[config.mk]
export PLATFORM = sky130hd
export DESIGN_NAME = pkt_port
export DESIGN_NICKNAME = d
export VERILOG_FILES = /design/src/rtl/pkt_port_pkg.sv /design/src/rtl/pkt_port_bfifo.sv /design/src/rtl/pkt_port_ptr.sv /design/src/rtl/pkt_port.sv
export SDC_FILE = /design/constraint.sdc
export NUM_CORES = 1
export LEC_CHECK = 0
export BUFFER_PORTS_ARGS = -buffer_cell sky130_fd_sc_hd__buf_2
export CAP_MARGIN = 20
export CORE_UTILIZATION = 60
export CTS_CLUSTER_DIAMETER = 200
export DETAILED_ROUTE_END_ITERATION = 8
export GPL_ROUTABILITY_DRIVEN = 0
export PLACE_DENSITY = 0.82
export REMOVE_ABC_BUFFERS = 1
export SETUP_SLACK_MARGIN = 0.2
export SLEW_MARGIN = 20
export SYNTH_ARGS = -nofsm -noshare
export SYNTH_HDL_FRONTEND = slang
export SYNTH_HIERARCHICAL = 1
export SYNTH_SLANG_ARGS = --single-unit
export TNS_END_PERCENT = 100
[constraint.sdc]
create_clock -name clk_i -period 4.5 [get_ports clk_i]
set_clock_uncertainty 0.05 [all_clocks]
set_input_delay 1.35 -clock clk_i [delete_from_list [all_inputs] [get_ports clk_i]]
set_output_delay 1.35 -clock clk_i [all_outputs]
set_load 0.05 [all_outputs]
[src/rtl/pkt_port_pkg.sv]
`timescale 1ns/1ps
package pkt_port_pkg;
  localparam int unsigned PTR_RCV_BIT  = 15;
  localparam int unsigned PTR_AINC_BIT = 14;
  localparam int unsigned PTR_RD_BIT   = 13;

  typedef struct packed {
    logic rcv;
    logic ainc;
    logic rdir;
  } ptr_flags_t;

  function automatic logic [1:0] lane_count(input logic [1:0] be);
    return {1'b0, be[0]} + {1'b0, be[1]};
  endfunction
endpackage

[src/rtl/pkt_port_bfifo.sv]
`timescale 1ns/1ps
// Byte queue: up to two bytes in and two bytes out per cycle, head in bits [15:0].
module pkt_port_bfifo #(
  parameter int unsigned DEPTH = 4
) (
  input  logic                           clk_i,
  input  logic                           rst_ni,
  input  logic                           flush_i,
  input  logic [1:0]                     push_n_i,
  input  logic [15:0]                    push_d_i,
  input  logic [1:0]                     pop_n_i,
  output logic [$clog2(DEPTH+1)-1:0]     cnt_o,
  output logic [15:0]                    head_o
);
  localparam int unsigned CW = $clog2(DEPTH + 1);
  localparam int unsigned BW = DEPTH * 8;

  logic [BW-1:0] q_q, q_d, push_w;
  logic [CW-1:0] cnt_q, base;
  logic [15:0]   push_m;

  always_comb begin
    base   = cnt_q - CW'(pop_n_i);
    push_m = (push_n_i == 2'd2) ? push_d_i :
             (push_n_i == 2'd1) ? {8'h00, push_d_i[7:0]} : 16'h0000;
    push_w = BW'(push_m);
    q_d    = (q_q >> {pop_n_i, 3'b000}) | (push_w << {base, 3'b000});
  end

  always_ff @(posedge clk_i or negedge rst_ni) begin
    if (!rst_ni) begin
      q_q   <= '0;
      cnt_q <= '0;
    end else if (flush_i) begin
      q_q   <= '0;
      cnt_q <= '0;
    end else begin
      q_q   <= q_d;
      cnt_q <= base + CW'(push_n_i);
    end
  end

  assign cnt_o  = cnt_q;
  assign head_o = q_q[15:0];

  p_no_overflow_r3: assert property (@(posedge clk_i) disable iff (!rst_ni)
    !flush_i |-> (({1'b0, cnt_q} - (CW+1)'(pop_n_i) + (CW+1)'(push_n_i)) <= (CW+1)'(DEPTH)));
  p_no_underflow_r6: assert property (@(posedge clk_i) disable iff (!rst_ni)
    !flush_i |-> (CW'(pop_n_i) <= cnt_q));
endmodule

[src/rtl/pkt_port_ptr.sv]
`timescale 1ns/1ps
module pkt_port_ptr
  import pkt_port_pkg::*;
#(
  parameter int unsigned OFF_W = 11
) (
  input  logic             clk_i,
  input  logic             rst_ni,
  input  logic             load_i,
  input  logic [15:0]      load_data_i,
  input  logic             adv_i,
  input  logic [1:0]       adv_n_i,
  output logic [OFF_W-1:0] off_o,
  output ptr_flags_t       flags_o
);
  always_ff @(posedge clk_i or negedge rst_ni) begin
    if (!rst_ni) begin
      off_o   <= '0;
      flags_o <= '0;
    end else if (load_i) begin
      off_o        <= load_data_i[OFF_W-1:0];
      flags_o.rcv  <= load_data_i[PTR_RCV_BIT];
      flags_o.ainc <= load_data_i[PTR_AINC_BIT];
      flags_o.rdir <= load_data_i[PTR_RD_BIT];
    end else if (adv_i) begin
      off_o <= off_o + OFF_W'(adv_n_i);
    end
  end
endmodule

[src/rtl/pkt_port.sv]
`timescale 1ns/1ps
module pkt_port
  import pkt_port_pkg::*;
#(
  parameter int unsigned OFF_W    = 11,
  parameter int unsigned RQ_DEPTH = 4,
  parameter int unsigned WQ_DEPTH = 4,
  localparam int unsigned AW      = OFF_W + 1
) (
  input  logic          clk_i,
  input  logic          rst_ni,
  input  logic          ptr_we_i,
  input  logic [15:0]   ptr_wdata_i,
  input  logic          dat_rd_i,
  input  logic          dat_wr_i,
  input  logic [1:0]    dat_be_i,
  input  logic [15:0]   dat_wdata_i,
  output logic [15:0]   dat_rdata_o,
  output logic          not_ready_o,
  output logic          ram_req_o,
  input  logic          ram_gnt_i,
  output logic          ram_we_o,
  output logic          ram_word_o,
  output logic [AW-1:0] ram_addr_o,
  output logic [15:0]   ram_wdata_o,
  input  logic [15:0]   ram_rdata_i
);
  localparam int unsigned RCW = $clog2(RQ_DEPTH + 1);
  localparam int unsigned WCW = $clog2(WQ_DEPTH + 1);

  logic [OFF_W-1:0] ptr_off, fetch_q, wr_addr_q;
  ptr_flags_t       fl;
  logic [RCW-1:0]   rq_cnt, rq_space;
  logic [WCW-1:0]   wq_cnt, wq_space;
  logic [15:0]      rq_head, wq_head, wq_push_d;
  logic [1:0]       need, rq_push_n, rq_pop_n, wq_push_n, wq_pop_n;
  logic ptr_load, ptr_stall, rd_acc, rd_stall, rd_pop, wr_acc, wr_stall, wr_push;
  logic rq_flush, f_word, f_byte, fetch_req, fetch_go, d_word, drain_req, drain_go;

  always_comb begin
    need      = lane_count(dat_be_i);
    ptr_stall = ptr_we_i && (wq_cnt != '0);
    ptr_load  = ptr_we_i && (wq_cnt == '0);
    // read side
    rd_acc    = dat_rd_i && !ptr_we_i && fl.rdir && (need != 2'd0);
    rd_stall  = rd_acc && (rq_cnt < RCW'(need));
    rd_pop    = rd_acc && !rd_stall;
    rq_flush  = ptr_load || (rd_pop && !fl.ainc);
    rq_space  = RCW'(RQ_DEPTH) - rq_cnt;
    f_word    = !fetch_q[0] && (rq_space >= RCW'(2));
    f_byte    = fetch_q[0] && (rq_space >= RCW'(1));
    fetch_req = fl.rdir && !rq_flush && (f_word || f_byte);
    fetch_go  = fetch_req && ram_gnt_i;
    rq_push_n = fetch_go ? (f_word ? 2'd2 : 2'd1) : 2'd0;
    rq_pop_n  = rd_pop ? need : 2'd0;
    // write side
    wq_space  = WCW'(WQ_DEPTH) - wq_cnt;
    wr_acc    = dat_wr_i && !ptr_we_i && !fl.rdir && (need != 2'd0);
    wr_stall  = wr_acc && (fl.ainc ? (wq_space < WCW'(need)) : (wq_cnt != '0));
    wr_push   = wr_acc && !wr_stall;
    wq_push_n = wr_push ? need : 2'd0;
    unique case (dat_be_i)
      2'b10:   wq_push_d = {8'h00, dat_wdata_i[15:8]};
      2'b01:   wq_push_d = {8'h00, dat_wdata_i[7:0]};
      default: wq_push_d = dat_wdata_i;
    endcase
    d_word    = !wr_addr_q[0] && (wq_cnt >= WCW'(2));
    drain_req = !fl.rdir && (wq_cnt != '0) && ((wq_cnt >= WCW'(3)) || !wr_push);
    drain_go  = drain_req && ram_gnt_i;
    wq_pop_n  = drain_go ? (d_word ? 2'd2 : 2'd1) : 2'd0;
    // host read data lanes
    unique case (dat_be_i)
      2'b11:   dat_rdata_o = rq_head;
      2'b01:   dat_rdata_o = {8'h00, rq_head[7:0]};
      2'b10:   dat_rdata_o = {rq_head[7:0], 8'h00};
      default: dat_rdata_o = 16'h0000;
    endcase
  end

  assign not_ready_o = ptr_stall || rd_stall || wr_stall;
  assign ram_req_o   = fetch_req || drain_req;
  assign ram_we_o    = !fl.rdir;
  assign ram_word_o  = fl.rdir ? f_word : d_word;
  assign ram_addr_o  = {fl.rcv, fl.rdir ? fetch_q : wr_addr_q};
  assign ram_wdata_o = d_word ? wq_head : {8'h00, wq_head[7:0]};

  always_ff @(posedge clk_i or negedge rst_ni) begin
    if (!rst_ni) begin
      fetch_q   <= '0;
      wr_addr_q <= '0;
    end else begin
      if (ptr_load)                  fetch_q <= ptr_wdata_i[OFF_W-1:0];
      else if (rd_pop && !fl.ainc)   fetch_q <= ptr_off;
      else if (fetch_go)             fetch_q <= fetch_q + OFF_W'(rq_push_n);
      if (ptr_load)                  wr_addr_q <= ptr_wdata_i[OFF_W-1:0];
      else if (wr_push && !fl.ainc)  wr_addr_q <= ptr_off;
      else if (drain_go)             wr_addr_q <= wr_addr_q + OFF_W'(wq_pop_n);
    end
  end

  pkt_port_ptr #(.OFF_W(OFF_W)) u_ptr (
    .clk_i(clk_i), .rst_ni(rst_ni), .load_i(ptr_load), .load_data_i(ptr_wdata_i),
    .adv_i((rd_pop || wr_push) && fl.ainc), .adv_n_i(need),
    .off_o(ptr_off), .flags_o(fl)
  );

  pkt_port_bfifo #(.DEPTH(RQ_DEPTH)) u_rq (
    .clk_i(clk_i), .rst_ni(rst_ni), .flush_i(rq_flush),
    .push_n_i(rq_push_n), .push_d_i(f_word ? ram_rdata_i : {8'h00, ram_rdata_i[7:0]}),
    .pop_n_i(rq_pop_n), .cnt_o(rq_cnt), .head_o(rq_head)
  );

  pkt_port_bfifo #(.DEPTH(WQ_DEPTH)) u_wq (
    .clk_i(clk_i), .rst_ni(rst_ni), .flush_i(1'b0),
    .push_n_i(wq_push_n), .push_d_i(wq_push_d),
    .pop_n_i(wq_pop_n), .cnt_o(wq_cnt), .head_o(wq_head)
  );

  p_word_even_r12: assert property (@(posedge clk_i) disable iff (!rst_ni)
    ram_req_o && ram_word_o |-> !ram_addr_o[0]);
  p_odd_start_r2: assert property (@(posedge clk_i) disable iff (!rst_ni)
    ptr_we_i && !not_ready_o && ptr_wdata_i[PTR_RD_BIT] && ptr_wdata_i[0]
    |=> ptr_we_i || (ram_req_o && !ram_word_o &&
        ram_addr_o == $past({ptr_wdata_i[PTR_RCV_BIT], ptr_wdata_i[OFF_W-1:0]})));
  p_drain_start_r9: assert property (@(posedge clk_i) disable iff (!rst_ni)
    !fl.rdir && (wq_cnt >= WCW'(3)) |-> ram_req_o && ram_we_o);
  p_stall_cause_r6: assert property (@(posedge clk_i) disable iff (!rst_ni)
    not_ready_o |-> dat_rd_i || dat_wr_i || ptr_we_i);
endmodule

==> results.toml, run 1 <==
[sta]
report.final.slew_viol_count = 0
rsz0062_at_grt = "true"
layout_worst_path_cycle_share_pct = 95.2
worst_slew_pin_slew_ps = 838
timing.final.hold_violations = 0
timing.final.crit_period_ps = 4280
timing.fmax_mhz = 234
fin_ws_ps = 218
fin_setup_tns_ps = 0
final-setup-viol-count = 0
slew_headroom_pct = 44.0

[worst_setup_path]
critical_path.most_common_cell = "o21ai_2"
max_stage_delay_ps = 310
timing.setup.critical_path_class = "in -> out"
critical-path-top-delay-family = "buffers and inverters"
crit_chain = "clkbuf_4 -> inv_2 -> ha_4 -> nor4b_4 -> o21ai_2 -> buf_4 -> o31ai_2 -> o21ai_2 -> buf_6"
worst_ep_arrival_time_ps = 2880
timing.critical_path.required_ps = 3100
crit_path_top_delay_cell = "nor4b_4"
timing.reg2reg.setup_slack_ps = 820
largest_fanout_on_the_critical_path = 4
capturing_point_of_the_worst_reg2reg_path = "wr_addr_q[10]$_DFFE_PN0P_"
cp-end-kind = "output pin"
worst-r2r-cell-count = 15
r2r_start = "u_wq/cnt_o[1]$_DFF_PN0_"
critical_path.n_buffers_inverters = 4
startpoint_class_of_the_critical_path = "input pin"

[global_route]
vias_in_the_first_global_route = 6844
groute.layer.met1.usage_pct = 42.1
groute.usage.overall_pct = 32.0
largest_net_degree_at_the_start_of_global_routing = 64
grt_antenna_before_repair = 1
grt_remaining_overflow = 0
busiest_layer = "met2"
grt_util_met2_pct = 51.0
grt_pass1_wl_um = 35500
grt.met3_usage_pct = 4.36

[place]
place_inst = 1103
port_buffers = 101
detailedPlacementHpwl_um = 15300
pre_cts_ws_ps = -87.7

[floorplanning]
rows = 42
height_of_the_die_um = 119
design.portCount = 104
total_core_area_um2 = 13300
initial_core_utilization_pct = 61.9
fp.dieArea_um2 = 14200
die-width_um = 119

[power]
power_per_cell_area_nw_per_um2 = 616
cell_internal_pwr_uw = 2990
sequential_share_of_power_pct = 26.9
power.ir.vdd_worst_v = 0.000640
comb_power_share_pct = 57.7
switching_share_pct = 48.1
power.share.clock_pct = 15.4
leakagePower_uw = 0.00411
power_uw = 5760
net-switching-power_uw = 2770

[synthesis]
post-synth-top-count-cell = "dfrtp_1"
synth.avg_cell_area_um2 = 9.60
synth_enable_flop_cells = 0
post_synth_main_area_contributors = "dfrtp_1 32%, mux2i_1 4.3%, mux2_2 4.1%, ha_1 3.6%, buf_4 3.3%"
synth_warnings = 6
synth_common_cells = "106 x dfrtp_1, 49 x nand2_1, 42 x inv_1"
ys_seq_elements = 106
synth.cell_area_um2 = 8230
postSynth.asyncResetShare_pct = 100
count_of_mapped_cells_out_of_synthesis = 858
yosys_most_used_dff = "dfrtp_1"
synth_sequential_area_ratio_pct = 32.2
yosys.cell_types.count = 81
synth_top_cell_by_area = "dfrtp_1"
synth_top_cell_area_share_pct = 32.2

[min_path]
hold_depth = 1
min_to = "u_ptr/flags_o[2]$_DFFE_PN0P_"
min-delay-path-class = "reg -> reg"
hold_start = "u_ptr/flags_o[2]$_DFFE_PN0P_"

[routing]
drc_errors = 0
drt-wirelength-per-cell_um = 19.7
num_vias = 7213
route.detailed.vias_per_inst = 6.43
initialDrtViolationCount = 636
ant_nets = 0
wirelength_um = 22100
first_pass_iters = 5

[finish]
layout.area.seq_um2 = 2650
fill_cells = 1013
flow.area_growth_from_synthesis_pct = 13.6
final_layout_size_suffix_gt1_share_pct = 27.9
diodes = 0
multi_input_area_um2 = 4990
fin_nets = 1030
finish.cell_count_without_fillers = 1122

[clocking]
ctsHoldBuffers = 0
cts.root.buffer_cell = "clkbuf_16"
clk_pin_slew_worst_paths_ps = 60
cts_max_level = 3
tritoncts = "done"
cts-buffers-inserted = 9
clock_sinks = 106
insertion_delay_ps = 360
cts_max_path_buffers = 2

[job]
maxCapViolCount = 0

[run_status]
outcome = "completed"
## worst max path at each step
stage                startpoint                      to  cells after the start
global placement    dat_be_i[0]               ram_req_o                      8
finish              dat_be_i[1]               ram_req_o                      9
detailed placement  dat_be_i[0]  u_wq/q_q[11]$_DFF_PN0_                     12
CTS                 dat_be_i[1]             not_ready_o                      9
floorplan           dat_be_i[0]  u_wq/q_q[10]$_DFF_PN0_                     11
global route        dat_be_i[1]               ram_req_o                      9
## power groups by stage
| stage | Sequential [uW] | Combinational (uW) | Clock, uW |
|---|---|---|---|
| floorplan | 1510 | 2160 | 0 |
| CTS | 1530 | 3250 | 897 |
| finish | 1550 | 3330 | 889 |
| global placement | 1540 | 3080 | 0 |
| detailed placement | 1550 | 3150 | 0 |
| global route | 1580 | 3540 | 932 |
## flip-flops by register name, indices dropped and copies added, names as in the netlist
register and cells:
u_ptr/flags_o 3, u_wq/q_q 32, wr_addr_q 11, fetch_q 11, u_rq/cnt_o 3, u_ptr/off_o 11, u_wq/cnt_o 3, u_rq/q_q 32
## repair_timing
item                                    CTS  global route
buffers inserted                          4             1
resized for setup                        17             9
endpoints found under the setup margin    3            32
pin swaps                                 2             1
## cell type report
class	instances	share of cell area [%]
Clock buffer	11	2.49
Clock inverter	3	0.963
Inverter	44	1.77
Multi-Input combinational cell	619	53.3
Sequential cell	106	28.4
Tap cell	176	2.35
Timing Repair Buffer	163	10.7
## worst reg2reg max path, stage by stage (launching register included)
cell,delay (ps)
dfrtp_1,460
inv_1,90
ha_1,290
ha_1,320
a211oi_4,290
buf_4,170
o311ai_4,120
nor2_2,190
buf_4,160
ha_1,200
fa_2,260
nand3_1,130
nor4_2,280
and3_1,200
o31ai_1,80
mux2_1,290
## placed cells by master, fill, tap and decap left out, types with 14 or more instances in the layout
cell type  instances
dfrtp_1          106
buf_2             96
buf_4             63
nand2_1           49
inv_1             40
nor2_1            40
mux2i_1           35
and2_1            30
a22o_1            30
mux2_2            30
nand3_1           27
nor3_1            25
o2bb2ai_1         22
o21ai_0           21
ha_1              21
nand4_1           20
and3_1            19
nor2b_1           19
a31oi_1           18
a22oi_1           17
xnor2_1           14
mux2_1            14
## routing by layer
| layer | routed length (um) | vias to the layer above |
|---|---|---|
| met1 | 9180 | 3459 |
| li1 | - | 3287 |
| met4 | 1030 | 2 |
| met3 | 1610 | 75 |
| met5 | 11 | - |
| met2 | 10300 | 390 |
## per-stage QoR
step                utilization [%]  hold slack, ps  cell area, um^2
global route                   70.3             485             9350
CTS                            70.1             475             9320
global placement               66.9             442             8890
finish                         70.3             473             9350
detailed placement             66.9             447             8890
floorplan                         -             440             7700
## kinds of logic (layout without fill, tap and decap cells)
kind of cell               after synthesis  in the layout  share of synthesized area [%]
other                                    1              2                         0.0455
AOI/OAI and AO/OA                      197            197                           18.9
buffers and inverters                  134            221                           8.46
and+or+nand+nor                        273            273                           19.2
xor gates and xnor gates                30             30                           3.60
adders and majority gates               31             31                           5.35
muxes                                   86             86                           12.2
DFF                                    106            106                           32.2
(Power assumes the default switching activity.)
==> inputs of run 2 (changes only) <==
- MAX_ROUTING_LAYER: unset -> met4
==> run 2 against run 1 <==
Against the previous run: sequential share of layout area barely moved; first-iteration DRC count fell by 3.1%; cell area barely moved; routed wire length rose by 0.53%; fmax barely moved; clock power barely moved; critical path depth did not move; final cell count barely moved; via count fell by 0.71%; setup slack got worse by 3.2 ps; register-to-register slack improved by 20 ps; sequential power barely moved; highest routed layer is now met4.
==> results.toml, run 2 (synthesized netlist as in run 1, its figures left out) <==
[run_status]
outcome = "completed"

[floorplanning]
height_of_the_die_um = 119
initial_core_utilization_pct = 61.9
total_core_area_um2 = 13300
rows = 42
design.portCount = 104
fp.dieArea_um2 = 14200
die-width_um = 119

[power]
power.ir.vdd_worst_v = 0.000640
leakagePower_uw = 0.00411
power_per_cell_area_nw_per_um2 = 616

[routing]
route.detailed.vias_per_inst = 6.38
first_pass_iters = 8
drc_errors = 0
drt-wirelength-per-cell_um = 19.8
initialDrtViolationCount = 616
wirelength_um = 22300
ant_nets = 0
num_vias = 7162

[global_route]
largest_net_degree_at_the_start_of_global_routing = 64
vias_in_the_first_global_route = 6846
grt_remaining_overflow = 0
grt_antenna_before_repair = 1
groute.usage.overall_pct = 33.0
grt_pass1_wl_um = 35500

[sta]
timing.final.hold_violations = 0
timing.final.crit_period_ps = 4290
layout_worst_path_cycle_share_pct = 95.2
worst_slew_pin_slew_ps = 837
timing.fmax_mhz = 233
report.final.slew_viol_count = 0
slew_headroom_pct = 44.1
rsz0062_at_grt = "true"
final-setup-viol-count = 0
hold_slack_ps = 473

[clocking]
cts-buffers-inserted = 9
tritoncts = "done"
clock_sinks = 106
cts.root.buffer_cell = "clkbuf_16"
insertion_delay_ps = 360
cts_max_path_buffers = 2
clk_pin_slew_worst_paths_ps = 60
cts_max_level = 3
ctsHoldBuffers = 0

[finish]
most_common_library_cell_in_the_layout_ignoring_fill_and_taps = "dfrtp_1"
fin_nets = 1030
flow.area_growth_from_synthesis_pct = 13.6
final_layout_size_suffix_gt1_share_pct = 28.0
leading_registers_by_flop_count = "u_rq/q_q: 32 flops, u_wq/q_q: 32 flops"
finish.cell_count_without_fillers = 1123
layout_common_cells = "106 x dfrtp_1, 96 x buf_2, 63 x buf_4"
fill_cells = 1012

[job]
maxCapViolCount = 0

[worst_setup_path]
startpoint_class_of_the_critical_path = "input pin"
cp-end-kind = "output pin"
largest_fanout_on_the_critical_path = 4
worst_ep_arrival_time_ps = 2890
timing.setup.critical_path_class = "in -> out"
timing.reg2reg.setup_slack_ps = 840
timing.critical_path.required_ps = 3100

[place]
place_inst = 1103
port_buffers = 101
detailedPlacementHpwl_um = 15300

[min_path]
min-delay-path-class = "reg -> reg"
## run 2: changes by cell type in the layout (fill, tap and decap cells not counted)
| cell | before | now |
|---|---|---|
| and2_2 | 0 | 1 |
| and2_1 | 30 | 29 |
| diode_2 | 0 | 1 |
## run 2: layer usage
layer | GRT usage [%] | up-vias | wire length (um)
met4 | 17.6 | 0 | 952
met5 | - | - | 0
li1 | - | 3289 | -
met3 | 4.12 | 74 | 1600
met1 | 42.5 | 3441 | 9450
met2 | 50.9 | 358 | 10300
## run 2: through the flow
step / total power (uW) / utilization [%] / worst slack [ps] / setup TNS [ps] / instance area [um^2]
global placement: 4620 / 66.9 / -81.8 / -398 / 8890
global route: 6060 / 70.4 / 161 / 0 / 9360
CTS: 5680 / 70.1 / 219 / 0 / 9320
detailed placement: 4700 / 66.9 / -87.7 / -736 / 8890
finish: 5770 / 70.4 / 215 / 0 / 9360
floorplan: 3670 / - / -2680 / -148790 / 7700
## run 2: path summary, 6_finish.rpt
path / startpoint / cells after the start / to
worst max-delay path: dat_be_i[1] / 9 / ram_req_o
worst min-delay path: u_ptr/flags_o[2]$_DFFE_PN0P_ / 1 / u_ptr/flags_o[2]$_DFFE_PN0P_
worst max register to register: u_wq/cnt_o[1]$_DFF_PN0_ / 15 / wr_addr_q[10]$_DFFE_PN0P_
worst min register to register: u_ptr/flags_o[2]$_DFFE_PN0P_ / 1 / u_ptr/flags_o[2]$_DFFE_PN0P_
max in group asynchronous: rst_ni / 2 / u_wq/q_q[7]$_DFF_PN0_
min in group asynchronous: rst_ni / 1 / u_rq/q_q[1]$_DFF_PN0_
## run 2: worst max-delay path, cell delays in order
cell      delay, ps
clkbuf_4        150
inv_2            60
ha_4            180
nor4b_4         310
o21ai_2         140
buf_4           170
o31ai_2         230
o21ai_2         120
buf_6           170
## run 2: final cells by class
type                            instances  area, um^2  area share, %
Multi-Input combinational cell        619        4990           53.3
Sequential cell                       106        2650           28.3
Timing Repair Buffer                  163        1000           10.7
Clock buffer                           11         233           2.49
Tap cell                              176         220           2.35
Inverter                               44         165           1.77
Clock inverter                          3        90.1          0.963
Antenna cell                            1        2.50         0.0267
## run 2: where the power goes
| part | switching, uW | total (uW) | internal [uW] | leakage [uW] |
|---|---|---|---|---|
| clock network | 351 | 889 | 539 | 0.000156 |
| registers | 347 | 1550 | 1210 | 0.00140 |
| logic | 2080 | 3330 | 1240 | 0.00255 |
| total | 2780 | 5770 | 2990 | 0.00411 |
## run 2: what timing repair did
| item | 4_1_cts | 5_1_grt |
|---|---|---|
| pin swaps | 2 | 1 |
| setup buffers | 4 | 1 |
| resized for setup | 17 | 10 |
| endpoints found under the setup margin | 3 | 32 |
